==> src/rtl/sric_pkg.sv <==
package sric_pkg;
  typedef logic [7:0] byte_t;
  localparam byte_t OFS_MODE = 8'h00;
  localparam byte_t OFS_BRR  = 8'h04;
  localparam byte_t OFS_CTRL = 8'h08;
  localparam byte_t OFS_TXD  = 8'h0C;
  localparam byte_t OFS_STAT = 8'h10;
  localparam byte_t OFS_RXD  = 8'h14;
  localparam byte_t OFS_CNT  = 8'h18;
  localparam int CTRL_TIE = 7;
  localparam int CTRL_RIE = 6;
  localparam int CTRL_TE  = 5;
endpackage

==> src/rtl/sric_fifo.sv <==
module sric_fifo #(
  parameter int DEPTH = 16,
  parameter int W     = 8,
  localparam int AW    = (DEPTH > 1) ? $clog2(DEPTH) : 1,
  localparam int CNT_W = $clog2(DEPTH + 1)
) (
  input  logic             clk,
  input  logic             rst,
  input  logic             push,
  input  logic [W-1:0]     din,
  input  logic             pop,
  output logic [W-1:0]     head,
  output logic [CNT_W-1:0] count,
  output logic             full,
  output logic             empty
);
  logic [W-1:0]  mem [DEPTH];
  logic [AW-1:0] wp, rp;
  logic          push_ok, pop_ok;

  assign full    = (count == CNT_W'(DEPTH));
  assign empty   = (count == '0);
  assign push_ok = push && !full;
  assign pop_ok  = pop && !empty;
  assign head    = mem[rp];

  always_ff @(posedge clk) begin
    if (push_ok) mem[wp] <= din;
  end

  always_ff @(posedge clk) begin
    if (rst) begin
      wp    <= '0;
      rp    <= '0;
      count <= '0;
    end else begin
      if (push_ok) wp <= (wp == AW'(DEPTH - 1)) ? '0 : wp + AW'(1);
      if (pop_ok)  rp <= (rp == AW'(DEPTH - 1)) ? '0 : rp + AW'(1);
      case ({push_ok, pop_ok})
        2'b10:   count <= count + CNT_W'(1);
        2'b01:   count <= count - CNT_W'(1);
        default: count <= count;
      endcase
    end
  end

  p_no_overflow_r9: assert property (@(posedge clk) disable iff (rst)
    count <= CNT_W'(DEPTH));
  p_drop_full_r9: assert property (@(posedge clk) disable iff (rst)
    (full && push && !pop) |=> (count == $past(count)));
  p_pop_empty_r8: assert property (@(posedge clk) disable iff (rst)
    (empty && pop && !push) |=> empty);
endmodule

==> src/rtl/sric_timeout.sv <==
module sric_timeout #(
  parameter int LIMIT = 312495,
  localparam int TW = $clog2(LIMIT + 1)
) (
  input  logic clk,
  input  logic rst,
  input  logic load,
  input  logic stop,
  output logic expire
);
  logic [TW-1:0] cnt;

  assign expire = (cnt == TW'(1));

  always_ff @(posedge clk) begin
    if (rst)              cnt <= '0;
    else if (load)        cnt <= TW'(LIMIT);
    else if (stop)        cnt <= '0;
    else if (cnt != '0)   cnt <= cnt - TW'(1);
  end

  p_bounded_r11: assert property (@(posedge clk) disable iff (rst)
    cnt <= TW'(LIMIT));
  p_expire_once_r11: assert property (@(posedge clk) disable iff (rst)
    (expire && !load) |=> !expire);
  p_stop_r13: assert property (@(posedge clk) disable iff (rst)
    (stop && !load) |=> (cnt == '0));
endmodule

==> src/rtl/sric_trig.sv <==
module sric_trig #(
  parameter int DEPTH = 16,
  localparam int CNT_W = $clog2(DEPTH + 1)
) (
  input  logic [1:0]       sel,
  output logic [CNT_W-1:0] level
);
  function automatic logic [CNT_W-1:0] clamp(input int v);
    if (v > DEPTH) return CNT_W'(DEPTH);
    return CNT_W'(v);
  endfunction

  always_comb begin
    case (sel)
      2'd0:    level = clamp(1);
      2'd1:    level = clamp(4);
      2'd2:    level = clamp(8);
      default: level = clamp(14);
    endcase
  end
endmodule

==> src/rtl/serial_rxint_ctrl.sv <==
module serial_rxint_ctrl
  import sric_pkg::*;
#(
  parameter int FIFO_DEPTH = 16,
  parameter int ETU_CYCLES = 20833,
  parameter int TO_UNITS   = 15,
  parameter bit FIFO_MODE  = 1'b1,
  localparam int CNT_W     = $clog2(FIFO_DEPTH + 1),
  localparam int TO_CYCLES = TO_UNITS * ETU_CYCLES
) (
  input  logic       clk,
  input  logic       rst,
  input  logic       bus_wr,
  input  logic       bus_rd,
  input  logic [7:0] bus_addr,
  input  logic [7:0] bus_wdata,
  output logic [7:0] bus_rdata,
  input  logic       rx_valid,
  input  logic [7:0] rx_byte,
  output logic       tx_valid,
  output logic [7:0] tx_byte,
  output logic       rx_irq,
  output logic       tx_irq
);
  localparam byte_t CTRL_MASK = FIFO_MODE ? 8'hFA : 8'hFF;

  byte_t mode_q, brr_q, ctrl_q, tdr_q;
  logic  rdf_q, tde_q, tend_q;

  logic wr_mode, wr_brr, wr_ctrl, wr_tx, rd_pop;
  logic [7:0]       head;
  logic [CNT_W-1:0] count, trig;
  logic full, empty, push_ok, pop_ok, hit, below, drain, expire;
  logic rie, tmr_stop;

  assign wr_mode = bus_wr && (bus_addr == OFS_MODE);
  assign wr_brr  = bus_wr && (bus_addr == OFS_BRR);
  assign wr_ctrl = bus_wr && (bus_addr == OFS_CTRL);
  assign wr_tx   = bus_wr && (bus_addr == OFS_TXD);
  assign rd_pop  = bus_rd && (bus_addr == OFS_RXD);

  sric_fifo #(.DEPTH(FIFO_DEPTH), .W(8)) u_fifo (
    .clk(clk), .rst(rst), .push(rx_valid), .din(rx_byte), .pop(rd_pop),
    .head(head), .count(count), .full(full), .empty(empty)
  );

  sric_trig #(.DEPTH(FIFO_DEPTH)) u_trig (.sel(mode_q[1:0]), .level(trig));

  assign rie     = ctrl_q[CTRL_RIE];
  assign push_ok = rx_valid && !full;
  assign pop_ok  = rd_pop && !empty;
  assign hit     = push_ok && ((count + CNT_W'(1)) >= trig);
  assign below   = push_ok && !hit;
  assign drain   = pop_ok && !push_ok && (count == CNT_W'(1));
  assign tmr_stop = (hit && rie) || drain;

  sric_timeout #(.LIMIT(TO_CYCLES)) u_tmo (
    .clk(clk), .rst(rst), .load(below), .stop(tmr_stop), .expire(expire)
  );

  // register file and transmit side
  always_ff @(posedge clk) begin
    if (rst) begin
      mode_q   <= '0;
      brr_q    <= '0;
      ctrl_q   <= '0;
      tdr_q    <= '0;
      tde_q    <= 1'b1;
      tend_q   <= 1'b1;
      tx_valid <= 1'b0;
      tx_byte  <= '0;
      tx_irq   <= 1'b0;
    end else begin
      tx_valid <= wr_tx;
      if (wr_mode) mode_q <= bus_wdata;
      if (wr_brr)  brr_q  <= bus_wdata;
      if (wr_tx) begin
        tdr_q   <= bus_wdata;
        tx_byte <= bus_wdata;
        tde_q   <= 1'b0;
        tend_q  <= 1'b0;
      end
      if (wr_ctrl) begin
        ctrl_q <= bus_wdata & CTRL_MASK;
        if (FIFO_MODE) tx_irq <= bus_wdata[CTRL_TIE];
        if (!bus_wdata[CTRL_TE]) begin
          tde_q  <= 1'b1;
          tend_q <= 1'b1;
        end
      end
    end
  end

  // receive-data-full flag and receive interrupt
  always_ff @(posedge clk) begin
    if (rst) begin
      rdf_q  <= 1'b0;
      rx_irq <= 1'b0;
    end else begin
      if (drain)               rdf_q <= 1'b0;
      else if (hit || expire)  rdf_q <= 1'b1;
      if (wr_ctrl && !bus_wdata[CTRL_RIE]) rx_irq <= 1'b0;
      else if (drain)                      rx_irq <= 1'b0;
      else if ((hit || expire) && rie)     rx_irq <= 1'b1;
    end
  end

  // registered read port
  always_ff @(posedge clk) begin
    if (rst) begin
      bus_rdata <= '0;
    end else if (bus_rd) begin
      case (bus_addr)
        OFS_MODE: bus_rdata <= mode_q;
        OFS_BRR:  bus_rdata <= brr_q;
        OFS_CTRL: bus_rdata <= ctrl_q;
        OFS_TXD:  bus_rdata <= tdr_q;
        OFS_STAT: bus_rdata <= {5'b0, tend_q, tde_q, rdf_q};
        OFS_RXD:  bus_rdata <= empty ? 8'h00 : head;
        OFS_CNT:  bus_rdata <= 8'(count);
        default:  bus_rdata <= '0;
      endcase
    end
  end

  p_tx_strobe_r7: assert property (@(posedge clk) disable iff (rst)
    wr_tx |=> (tx_valid && tx_byte == $past(bus_wdata)));
  p_tx_single_r7: assert property (@(posedge clk) disable iff (rst)
    (tx_valid && !$past(wr_tx)) |-> 1'b0);
  p_txirq_r5: assert property (@(posedge clk) disable iff (rst)
    (wr_ctrl && FIFO_MODE) |=> (tx_irq == $past(bus_wdata[CTRL_TIE])));
  p_rie_clear_r6: assert property (@(posedge clk) disable iff (rst)
    (wr_ctrl && !bus_wdata[CTRL_RIE]) |=> !rx_irq);
  p_tend_r4: assert property (@(posedge clk) disable iff (rst)
    (wr_ctrl && !bus_wdata[CTRL_TE]) |=> (tend_q && tde_q));
  p_irq_needs_rdf_r10: assert property (@(posedge clk) disable iff (rst)
    rx_irq |-> rdf_q);
  p_drain_r13: assert property (@(posedge clk) disable iff (rst)
    drain |=> (!rdf_q && !rx_irq));
endmodule

==> config.mk <==
export PLATFORM = sky130hd
export DESIGN_NAME = serial_rxint_ctrl
export DESIGN_NICKNAME = d
export VERILOG_FILES = /design/src/rtl/sric_pkg.sv /design/src/rtl/sric_fifo.sv /design/src/rtl/sric_timeout.sv /design/src/rtl/sric_trig.sv /design/src/rtl/serial_rxint_ctrl.sv
export SDC_FILE = /design/constraint.sdc
export NUM_CORES = 1
export LEC_CHECK = 0
export ABC_CLOCK_PERIOD_IN_PS = 11300
export BUFFER_PORTS_ARGS = -buffer_cell sky130_fd_sc_hd__buf_4
export CAP_MARGIN = 25
export CORE_UTILIZATION = 40
export CTS_CLUSTER_SIZE = 28
export DETAILED_ROUTE_END_ITERATION = 16
export GPL_TIMING_DRIVEN = 0
export PLACE_DENSITY = 0.61
export RECOVER_POWER = 100
export SLEW_MARGIN = 20
export SYNTH_ARGS = -nofsm -noshare
export SYNTH_HDL_FRONTEND = slang
export SYNTH_HIERARCHICAL = 1
export SYNTH_SLANG_ARGS = --single-unit
==> constraint.sdc <==
create_clock -name clk -period 11.3 [get_ports clk]
set_input_delay 3.39 -clock clk [delete_from_list [all_inputs] [get_ports clk]]
set_output_delay 3.39 -clock clk [all_outputs]
set_load 0.01 [all_outputs]
# Word level (Yosys, flattened, before mapping)
# Memories as Yosys holds them, arrays and structs flattened. A register that Yosys moved wholly into a read port is not among the register bits.
# Index checks and enable logic that the tools add are counted.
# W data, S select, Z words.
op_classes:
  add_sub_neg: 5
  n_lt_le_gt_ge: 1
  n_eq_ne: 15
  muxes: 19
  reduce_logical: 30
op_table:
  columns: ["cell", "n"]
  rows:
  - ["$mux W19", 3]
  - ["$pmux W8 S7", 1]
  - ["$eq A8 B5 Y1 const B", 3]
  - ["$eq A19 B1 Y1 const B", 1]
  - ["$reduce_bool A19 Y1", 1]
  - ["$sub A19 B1 Y19 const B", 1]
  - ["$eq A8 B4 Y1 const B", 2]
  - ["$mux W4", 4]
  - ["$logic_and A1 B1 Y1", 14]
  - ["$pmux W4 S3", 1]
  - ["$pmux W5 S2", 1]
  - ["$add A4 B1 Y4 const B", 2]
  - ["$eq A4 B4 Y1 const B", 2]
  - ["$eq A8 B3 Y1 const B", 1]
  - ["$logic_not A8 Y1", 1]
  - ["$mux W1", 8]
  - ["$mux W8", 1]
  - ["$reduce_or A3 Y1", 2]
  - ["$add A5 B1 Y5 const B", 1]
  - ["$eq A5 B1 Y1 const B", 1]
  - ["$eq A5 B5 Y1 const B", 1]
  - ["$ge A5 B5 Y1", 1]
  - ["$logic_not A1 Y1", 5]
  - ["$logic_not A5 Y1", 1]
  - ["8 further kinds", 11]
word_totals:
  regBits: 76
  mem_bits_rw: 128
  in_bits: 29
  output_inout_bits: 19
  memories: 1
mem_list:
  columns: ["memory", "words", "word_bits", "read_ports", "rd_clocked_by_memory_dff", "wr", "line_no", "rtl"]
  rows:
  - ["u_fifo.mem", 16, 8, 1, 1, 1, "sric_fifo.sv:17", "logic [W-1:0] mem [DEPTH];"]

# Depth between registers and ports, before layout
logic_depth:
  depth_word: 9
  mapped_depth: 13

# By module
# The synthesis kept the hierarchy.
modules_own_cells:
  columns: ["module", "n_inst", "cells_each", "area_per_inst_um2", "seq_area_each_um2"]
  rows:
  - ["sric_fifo", 1, 297, 5926.9, 4184.0]
  - ["serial_rxint_ctrl", 1, 238, 2259.7, 860.8]
  - ["sric_timeout", 1, 118, 1024.7, 380.4]
  - ["sric_trig", 1, 6, 28.8, 0.0]

# Worst setup path after synthesis
# Ideal clock, no wire load.
synth_timing:
  path_kind: "input-to-reg"
  startpoint: "input bus_addr[3]"
  endpoint: "register u_fifo.count[4]"
  arrival_time_ns: 5.848
  setup_slack_ns: 5.332
  path_stages: 13
  n_path_buf: 2
  cell_sequence: "buf_4 -> or4b_1 -> nor2_1 -> o21ai_4 -> inv_1 -> ha_1 -> clkbuf_1 -> xor2_1 -> ha_1 -> inv_1 -> a32oi_1 -> a31oi_1 -> mux2_2"
synth_via:
  elab_chain_len: 5
  word_cells_on_any_way: 7
synth_lines:
  columns: ["element", "line_no", "rtl"]
  rows:
  - ["start, declared", "serial_rxint_ctrl.sv:15", "input logic [7:0] bus_addr,"]
  - ["$eq A8 B5 Y1 *", "serial_rxint_ctrl.sv:40", "assign rd_pop = bus_rd && (bus_addr == OFS_RXD);"]
  - ["$logic_and A1 B1 Y1 *", "serial_rxint_ctrl.sv:40", null]
  - ["named net rd_pop", "serial_rxint_ctrl.sv:30", "logic wr_mode, wr_brr, wr_ctrl, wr_tx, rd_pop;"]
  - ["$logic_and A1 B1 Y1 *", "sric_fifo.sv:24", "assign pop_ok = pop && !empty;"]
  - ["$eq A2 B1 Y1 or $eq A2 B2 Y1 (tied branches)", "sric_fifo.sv:39", "case ({push_ok, pop_ok})"]
  - ["$pmux W5 S2 or $reduce_bool A2 Y1 (tied branches)", null, null]
  - ["end signal, assigned", "sric_fifo.sv:40", "2'b10: count <= count + CNT_W'(1);"]
  - ["end signal, assigned", "sric_fifo.sv:41", "2'b01: count <= count - CNT_W'(1);"]
  - ["end signal, assigned", "sric_fifo.sv:42", "default: count <= count;"]
  - ["end, declared", "sric_fifo.sv:13", "output logic [CNT_W-1:0] count,"]
# Mark *: on every way through the listed nets, which the timed path passes. The rest lies on a longest branch.
# A chain may end at the register's enable or synchronous reset.

# Worst setup path after layout
layout_timing:
  startpoint: "input bus_addr[2]"
  endpoint: "register u_fifo.count[2]"
# Same word-level chain as after synthesis.

==> summary.md <==
| Metric | Value |
|---|---|
| Status | completed |
| Worst Path Buf+Inv | 3 |
| CP arrival | 6740 ps |
| DIE HEIGHT | 154 µm |
| Max FO, Critical Path | 10 |
| Critical Path Slowest Stage Cell | or4b_1 |
| First DRT Iteration DRCs | 346 |
| Post-route cell area | 0.0105 mm² |
| Setup violators final | 0 |
| CTS-repair resized insts | 0 |
| Delay-heaviest family, CP | simple AND/OR/NAND/NOR gates |
| Area added between synthesis and finish | 13.1% |
| # nets final | 775 |
| Number of synthesized flops with an enable pin | 128 |
| Core area | 0.0226 mm² |
| ANT nets after route | 0 |
| CTS Buf Count | 23 |
| RSZ-0062 raised after global routing | false |
| Slowest stage delay, CP | 570 ps |
| Grt ovf | 0 |
| Critical Path RT | 11730 ps |
| First-pass GRT wire length | 31600 µm |
| # rows | 55 |
| Setup crit end kind | flip-flop |
| Pwr Density | 164 mW/mm² |
| Sequential share of the synthesized area | 0.587 |
| Gr busiest metal | met2 |
| Initial Util | 0.408 |
| Final hold vios | 0 |
| Hold_buf cts | 0 |
| Mapped Cells | 659 |
| M1 GR Usage | 0.234 |
| Setup_tns | 0 ps |
| Synth Net Count | 705 |
| FILL cells | 2006 |
| IO Port Bufs | 45 |
| Clock transition at the registers of the reported paths | 60 ps |
| Period utilization | 0.558 |
| Cells along the critical path | clkbuf_1, or4b_1, nor2_1, o21ai_0, inv_1, ha_1, clkbuf_1, xor2_1, ha_1, a21oi_1, xor2_1, or3_1, a21oi_1 |
| Static leakage | 3.67 nW |
| Die Footprint | 0.0237 mm² |
| Startpoint types | input port |
| Clock Latency Late Sink | 510 ps |
| Crit Path Category | input port to flip-flop |
| Share of cells above drive strength 1 | 0.155 |
| Routed len/inst | 19.8 µm |
| Antenna Cells | 0 |
| Cell depth of the worst setup path | 13 |
| Postcts setup bufs | 0 |
| Hold/Removal Path Class | flip-flop to flip-flop |
| # DRC | 0 |
| HPWL Detailed | 14300 µm |
| Hold path cells | 2 |
| Post-DP Area | 0.00994 mm² |
| Library cells used by synthesis | 77 |
| Die width | 154 µm |
| Final WL | 20400 µm |
| CTS tree | done |
| Slew @ Worst Pin | 1390 ps |
| DR vias/cell | 5.68 |
| Routability congestion estimate | 0.846 |
| WHS | 457 ps |
| First-pass DRT Iterations | 5 |
| Synth Cell Area | 0.00924 mm² |
| Initial antenna violation count | 0 |
| Peak VDD IR | 0.134 mV |
| Max Cap Violations | 0 |
| Critical Path Source | bus_addr[2] |
| Met2 Use GR | 0.290 |
| FF+latch count, synth | 207 |
| Most frequent cells in the layout | edfxtp_1 (128), dfxtp_1 (79), nor2_1 (52), clkbuf_1 (51) |
| Global Route met3 Usage | 0.0254 |
| Worst r2r src | u_fifo/count[2] |
| Worst Skew | 7.70 ps |
| Hold path startpoint | mode_q[6] |
| Top_reg_cell synth | edfxtp_1 |
| Clock Tree Buf Depth | 3 |
| Final core utilization | 0.462 |
| IO Count | 48 |
| CTS sink count | 207 |
| Tot GR Track Use | 0.172 |
| Tmin final | 6310 ps |
| Most common cell after layout, fill and taps aside | edfxtp_1 |
| Final Total Pwr | 1.71 mW |
| CTS Root Cell | clkbuf_16 |
| F_max | 0.159 GHz |
| Largest net degree at the start of global routing | 17 |
| Max-slew violation count | 0 |
| Synthesized area per cell | 14.0 µm² |
| Post-synth ARST share | 0 |
| Vias in the first global route | 5684 |
| Worst rel slew slack | 0.0695 |
| Synth warn | 6 |
| Reg2Reg Depth | 12 |
| Depth of the CTS H-tree | 1 |
| Via count | 5845 |
==> synthesized netlist by cell type, drive strengths merged, types with 4 or more instances <==
cell type,instances,area [µm²]
or4,9,71.3
and2,5,31.3
nor2b,5,31.3
edfxtp,128,3840
nand3,24,125
mux4,44,1040
o211ai,6,45.0
xor2,7,61.3
ha,17,213
buf,27,194
and4,4,35.0
mux2,5,56.3
nand2,29,116
nor4,5,46.3
o31ai,6,45.0
nor3,12,70.1
nand2b,8,50.1
inv,15,56.3
xnor2,8,70.1
o21ai,16,91.3
and3,9,61.3
clkbuf,14,52.6
a21oi,24,120
dfxtp,79,1580
o41ai,4,35.0
mux2i,30,300
a21o,7,52.6
a211oi,4,35.0
a22o,6,52.6
or3,8,55.1
nor2,52,200
==> flip-flops by register name (all words and copies together) (netlist names), 4 cells and up, named ones only <==
signal	flops
u_fifo/mem	128
u_fifo/count	5
brr_q	8
u_tmo/cnt	19
u_fifo/wp	4
mode_q	8
bus_rdata	8
ctrl_q	5
u_fifo/rp	4
tdr_q	8
==> final timing paths <==
check,endpoint,slack [ps]
max,u_fifo/count[2],4990
min,mode_q[6],460
max reg2reg,u_tmo/cnt[6],7620
min reg2reg,mode_q[6],460
==> per-stage QoR <==
step	setup slack, ps	instances
floorplan	5330	659
global placement	5000	989
detailed placement	4950	989
CTS	5470	1029
global route	4730	1029
finish	4990	1029
==> worst reg2reg max path, cell delays in order, from the launching register on <==
cell      delay (ps)
dfxtp_1          380
clkbuf_1         230
or4_4            450
buf_6            150
nor2_1           170
nor3b_1           90
and4_1           200
clkbuf_1         190
nor4b_1          230
a31o_1           300
nor3_1           810
nand2b_1         140
o41ai_1          250
==> layout make-up <==
type,count,area (µm²),share of cell area
clock inverter,10,90.1,0.00862
multi-input combinational,395,3430,0.328
clock buffer,30,632,0.0605
tap,285,357,0.0341
timing repair buffer,45,229,0.0219
buffer,41,229,0.0219
inverter,16,61.3,0.00587
sequential,207,5430,0.519
==> per-layer routing <==
metal / wire length, µm / vias to the layer above
li1: - / 2686
met3: 1020 / 37
met1: 9090 / 2949
met5: 0 / -
met2: 9920 / 173
met4: 374 / 0
==> power by group <==
group	internal, mW	switching [mW]
clock network	0.417	0.290
logic	0.0658	0.0959
registers	0.823	0.0190
==> cells by family (layout without fill, tap and decap cells) <==
logic type      Yosys count  in the layout  share of synthesized area
flops                   207            207                      0.587
simple gates            185            185                      0.111
compound gates           98             98                     0.0779
mux                      79             79                      0.152
buf+inv                  57            142                     0.0345
fa+ha+maj                17             17                     0.0230
xor+xnor                 15             15                     0.0142
other cells               1              1                   0.000406
No activity file was read; power rests on OpenSTA's default activity.
